`config.mk`:
```
export PLATFORM = sky130hd
export DESIGN_NAME = ecc_diag_inject
export DESIGN_NICKNAME = d
export VERILOG_FILES = /design/src/rtl/ecc_diag_pkg.sv /design/src/rtl/ecc_diag_regif.sv /design/src/rtl/ecc_diag_src.sv /design/src/rtl/ecc_diag_hold.sv /design/src/rtl/ecc_diag_inject.sv
export SDC_FILE = /design/constraint.sdc
export NUM_CORES = 1
export LEC_CHECK = 0
export BUFFER_PORTS_ARGS = -buffer_cell sky130_fd_sc_hd__buf_2
export CORE_AREA = 2 2 47 49
export DETAILED_ROUTE_END_ITERATION = 8
export DIE_AREA = 0 0 49 51
export PLACE_DENSITY = 0.9
export SYNTH_ARGS = -nofsm -noshare
export SYNTH_HDL_FRONTEND = slang
export SYNTH_SLANG_ARGS = --single-unit
```
`constraint.sdc`:
```
create_clock -name clk_i -period 2.4 [get_ports clk_i]
set_input_delay 0.24 -clock clk_i [delete_from_list [all_inputs] [get_ports clk_i]]
set_output_delay 0.24 -clock clk_i [all_outputs]
set_load 0.05 [all_outputs]
```
`src/rtl/ecc_diag_pkg.sv`:
```
package ecc_diag_pkg;
  localparam int DW     = 32;
  localparam int NSRC   = 4;
  localparam int STRIDE = 8;

  typedef enum logic [1:0] {
    SRC_SINGLE = 2'd0,
    SRC_DOUBLE = 2'd1,
    SRC_AMATCH = 2'd2,
    SRC_APAR   = 2'd3
  } src_e;

  function automatic int test_pos(input int idx);
    return idx * STRIDE;
  endfunction
endpackage

```
`src/rtl/ecc_diag_regif.sv`:
```
module ecc_diag_regif
  import ecc_diag_pkg::*;
#(
  parameter int              ADDR_W   = 8,
  parameter logic [ADDR_W-1:0] OFS_TEST = 'h00,
  parameter logic [ADDR_W-1:0] OFS_STAT = 'h04,
  parameter logic [ADDR_W-1:0] OFS_HOLD = 'h08
) (
  input  logic              wr_en_i,
  input  logic [ADDR_W-1:0] addr_i,
  input  logic [DW-1:0]     wdata_i,
  input  logic [NSRC-1:0]   test_i,
  input  logic [NSRC-1:0]   flag_i,
  input  logic              hold_i,
  output logic [NSRC-1:0]   inject_o,
  output logic [NSRC-1:0]   clr_o,
  output logic              hold_clr_o,
  output logic [DW-1:0]     rdata_o
);
  logic hit_test, hit_stat, hit_hold;

  assign hit_test = wr_en_i && (addr_i == OFS_TEST);
  assign hit_stat = wr_en_i && (addr_i == OFS_STAT);
  assign hit_hold = wr_en_i && (addr_i == OFS_HOLD);

  always_comb begin
    for (int i = 0; i < NSRC; i++) begin
      inject_o[i] = hit_test && wdata_i[test_pos(i)];
      clr_o[i]    = hit_stat && wdata_i[i];
    end
    hold_clr_o = hit_hold && wdata_i[0];
  end

  // reserved bits and unmapped offsets read zero
  always_comb begin
    rdata_o = '0;
    if (addr_i == OFS_TEST) begin
      for (int i = 0; i < NSRC; i++) rdata_o[test_pos(i)] = test_i[i];
    end else if (addr_i == OFS_STAT) begin
      rdata_o[NSRC-1:0] = flag_i;
    end else if (addr_i == OFS_HOLD) begin
      rdata_o[0] = hold_i;
    end
  end
endmodule

```
`src/rtl/ecc_diag_src.sv`:
```
module ecc_diag_src (
  input  logic clk_i,
  input  logic rst_ni,
  input  logic inject_i,
  input  logic event_i,
  input  logic clr_i,
  output logic test_o,
  output logic flag_o,
  output logic fire_o
);
  assign fire_o = inject_i | event_i;

  always_ff @(posedge clk_i or negedge rst_ni) begin
    if (!rst_ni) begin
      test_o <= 1'b0;
      flag_o <= 1'b0;
    end else begin
      if (inject_i)                 test_o <= 1'b1;
      else if (clr_i && !event_i)   test_o <= 1'b0;  // set wins
      if (fire_o)                   flag_o <= 1'b1;
      else if (clr_i)               flag_o <= 1'b0;
    end
  end

  AST_INJ_SETS: assert property (@(posedge clk_i) disable iff (!rst_ni)
    inject_i |=> (test_o && flag_o));
  AST_CLR_DROPS: assert property (@(posedge clk_i) disable iff (!rst_ni)
    (clr_i && !inject_i && !event_i) |=> (!test_o && !flag_o));
  AST_SET_WINS: assert property (@(posedge clk_i) disable iff (!rst_ni)
    (clr_i && event_i) |=> flag_o);
  AST_IDLE_STABLE: assert property (@(posedge clk_i) disable iff (!rst_ni)
    (!inject_i && !clr_i) |=> $stable(test_o));
endmodule

```
`src/rtl/ecc_diag_hold.sv`:
```
module ecc_diag_hold (
  input  logic clk_i,
  input  logic rst_ni,
  input  logic set_i,
  input  logic clr_i,
  output logic pend_o
);
  always_ff @(posedge clk_i or negedge rst_ni) begin
    if (!rst_ni)     pend_o <= 1'b0;
    else if (set_i)  pend_o <= 1'b1;
    else if (clr_i)  pend_o <= 1'b0;
  end

  AST_DERR_SET: assert property (@(posedge clk_i) disable iff (!rst_ni)
    set_i |=> pend_o);
  AST_DERR_KEEP: assert property (@(posedge clk_i) disable iff (!rst_ni)
    (pend_o && !clr_i) |=> pend_o);
endmodule

```
`src/rtl/ecc_diag_inject.sv`:
```
module ecc_diag_inject
  import ecc_diag_pkg::*;
#(
  parameter int ADDR_W = 8
) (
  input  logic              clk_i,
  input  logic              rst_ni,
  input  logic              wr_en_i,
  input  logic [ADDR_W-1:0] addr_i,
  input  logic [DW-1:0]     wdata_i,
  output logic [DW-1:0]     rdata_o,
  input  logic              dec_serr_i,
  input  logic              dec_derr_i,
  output logic              serr_req_o,
  output logic              derr_req_o
);
  logic [NSRC-1:0] inject, clr, evt, fire, test, flag;
  logic            hold_clr, hold;

  always_comb begin
    evt             = '0;
    evt[SRC_SINGLE] = dec_serr_i;
    evt[SRC_DOUBLE] = dec_derr_i;
  end

  ecc_diag_regif #(.ADDR_W(ADDR_W)) u_regif (
    .wr_en_i   (wr_en_i),
    .addr_i    (addr_i),
    .wdata_i   (wdata_i),
    .test_i    (test),
    .flag_i    (flag),
    .hold_i    (hold),
    .inject_o  (inject),
    .clr_o     (clr),
    .hold_clr_o(hold_clr),
    .rdata_o   (rdata_o)
  );

  for (genvar g = 0; g < NSRC; g++) begin : g_src
    ecc_diag_src u_src (
      .clk_i   (clk_i),
      .rst_ni  (rst_ni),
      .inject_i(inject[g]),
      .event_i (evt[g]),
      .clr_i   (clr[g]),
      .test_o  (test[g]),
      .flag_o  (flag[g]),
      .fire_o  (fire[g])
    );
  end

  ecc_diag_hold u_hold (
    .clk_i (clk_i),
    .rst_ni(rst_ni),
    .set_i (|fire[NSRC-1:1]),
    .clr_i (hold_clr),
    .pend_o(hold)
  );

  assign serr_req_o = flag[SRC_SINGLE];
  assign derr_req_o = hold;
endmodule

```
==> run summary <==
Die ar. -> 0.00250 mm2
HPWL Detailed -> 1.30 mm
synthesized area -> 694 um2
Root Driver -> clkbuf_4
critical path depth -> 5
initial drt markers -> 7
n_diodes -> 0
setup violators final -> 0
RSZ-0062 raised after global routing -> false
busiest grt layer -> met2
Worst Tran Pin Value -> 552 ps
initial antenna violation count -> 0
cts repair resizes -> 0
met2 global-route usage -> 22.1%
IO Count -> 79
clock sink count -> 7
HP Class -> input pin to flop
H-tree Lvls -> 1
fin. max-slew vios -> 0
worst path bufs/invs -> 2
final worst-path cycle share -> 86.1%
top cell type's share of synthesized area -> 27.0%
fillers -> 227
Vias -> 614
most common cell in the netlist -> buf_4
Clock Path Buffers -> 2
Async SR Flop Fraction -> 100%
synth cell count leaders -> buf_4, dfrtp_1, and2_1
Max Freq -> 484 MHz
Final Critical Period -> 2070 ps
cell count after synthesis -> 77
Reg2Reg Launch Point -> g_src[0].u_src.flag_o
data required time of the worst path -> 2160 ps
most used cell, CP -> buf_2
Yosys reg bits -> 7
Worst Setup EP -> rdata_o[8]
Die Height -> 51 um
Reg2Reg Depth -> 1
CTS tree -> yes
MaxCap Viol Count -> 0
Synth area leaders -> buf_4, dfrtp_1, and2_1, o41a_1, nor4_4
layout cell share with drive strength beyond 1 -> 33.0%
YS warnings -> 0
Vias/cell -> 4.58
DRT Pass-1 Iters -> 4
Core Region -> 0.00206 mm2
number of global-route vias before repair -> 570
max incr delay on CP -> 590 ps
post-synthesis sequential area ratio -> 25.2%
outcome -> finished, final reports clean
syn avg cell area -> 9.02 um2
synth unique cells -> 31
reg2reg end -> g_src[0].u_src.flag_o
antenna-violating nets left -> 0
nets@finish -> 152
Starting Density -> 33.7%
RePlAce Congestion -> 0.805
die width -> 49 um
Crit. End Element -> primary output
Fin. Hold Viols -> 0
Critical Path AT -> 1830 ps
port bufs -> 28
Max-slew headroom -> 62.9%
CTS clk-pin slew, worst paths -> 50 ps
first-pass GRT wire length -> 2.32 mm
GR Util met3 -> 4.97%
FF-to-FF setup slack -> 1530 ps
worst vdd ir -> 172 uV
GRT Total Usage -> 12.5%
final wirelength -> 1.47 mm
Pleak -> 0.411 nW
clock skew -> 0 ps
final setup margin -> 335 ps
pin count of the biggest net entering global routing -> 10
TritonCTS Buffers -> 3
Site Rows -> 17
power per standard cell area -> 456 mW/mm2
Post-synth EDFFs -> 0
crit path from -> addr_i[5]
Residual DRC -> 0
post-place setup slack -> 331 ps
synthesis-to-layout area growth -> 13.7%
Largest delay share family, worst path -> simple AND/OR/NAND/NOR gates
TNS Setup -> 0 ps
CP Launch Type -> input pin
cell taking the most area after synthesis -> buf_4
slowest CP cell -> or4_4
Primary FF master, synth -> dfrtp_1
Wirelength per Cell -> 11.0 um
gr ovfl total -> 0
GR met1 Demand/Resource -> 11.0%
Clk Latency, worst-skew pair -> 240 ps
maximum fanout along the worst path -> 7
worst setup path class -> input pin to primary output
worst path cell trace -> buf_2 -> or4_4 -> nor4_2 -> and2_1 -> buf_2
[worst min path at each step]
| stage | cells after the start | end | from |
|---|---|---|---|
| finish | 2 | g_src[1].u_src.flag_o | dec_derr_i |
| global route | 2 | g_src[1].u_src.flag_o | dec_derr_i |
| CTS | 2 | g_src[1].u_src.flag_o | dec_derr_i |
| detailed placement | 1 | g_src[0].u_src.test_o | rst_ni |
| global placement | 1 | g_src[0].u_src.test_o | rst_ni |
| floorplan | 0 | g_src[0].u_src.flag_o | rst_ni |
[layer usage]
layer	vias to the layer above	routed length [um]
li1	288	-
met3	6	148
met4	0	44
met1	285	496
met5	-	0
met2	35	782
[layout make-up]
cell class,instances,area (um2),area share [%]
multi-input combinational,65,399,50.6
sequential,7,175,22.2
timing repair buffer,29,150,19.0
tap,28,35.0,4.44
clock buffer,4,26.3,3.33
inverter,1,3.75,0.475
[through the flow]
stage          util (%)  hold slack [ps]  cell area [um2]  cells  total power, mW
2_1_floorplan         -            -55.6              785    101            0.265
3_3_place_gp       36.5             70.6              753    129            0.255
3_5_place_dp       36.5             78.8              753    129            0.258
4_1_cts            38.3              220              790    134            0.364
5_1_grt            38.3              223              790    134            0.379
6_report           38.3              226              790    134            0.360
[cells by family after synthesis]
group                  after synthesis  share of synthesized area (%)
other                                1                          0.540
muxes                                1                           1.44
and+or+nand+nor                     28                           27.9
AOI/OAI and AO/OA                   11                           14.6
buffers and inverters               29                           30.3
DFF                                  7                           25.2
[flip-flops by register name, indices dropped and copies added, names as in the netlist]
register and count:
g_src.u_src.test_o 4, g_src.u_src.flag_o 2, u_hold.pend_o 1
[layout by cell type, fill, tap and decap left out, drive strengths merged, types with 2 or more instances in the layout]
master	netlist	routed
nor3	2	2
or4	2	2
clkbuf	2	4
a22o	2	2
conb	1	25
and3	3	3
buf	26	28
dfrtp	7	7
a21o	2	2
a221o	2	2
nand2	3	3
and2	4	4
nor2	2	2
o41a	2	2
nor4	3	3
nand4	3	3
[where the power goes]
group	switching (mW)	total (mW)	internal, mW
Clock	0.0392	0.102	0.0632
Sequential	0.00169	0.123	0.121
Combinational	0.112	0.135	0.0228
Total	0.153	0.360	0.207
[repair_timing]
item / CTS / global route
hold endpoints to repair: 7 / 0
endpoints found under the setup margin: 0 / 0
hold buffers: 1 / 0
setup buffers: 0 / 0
No activity file was read; power rests on OpenSTA's default activity.
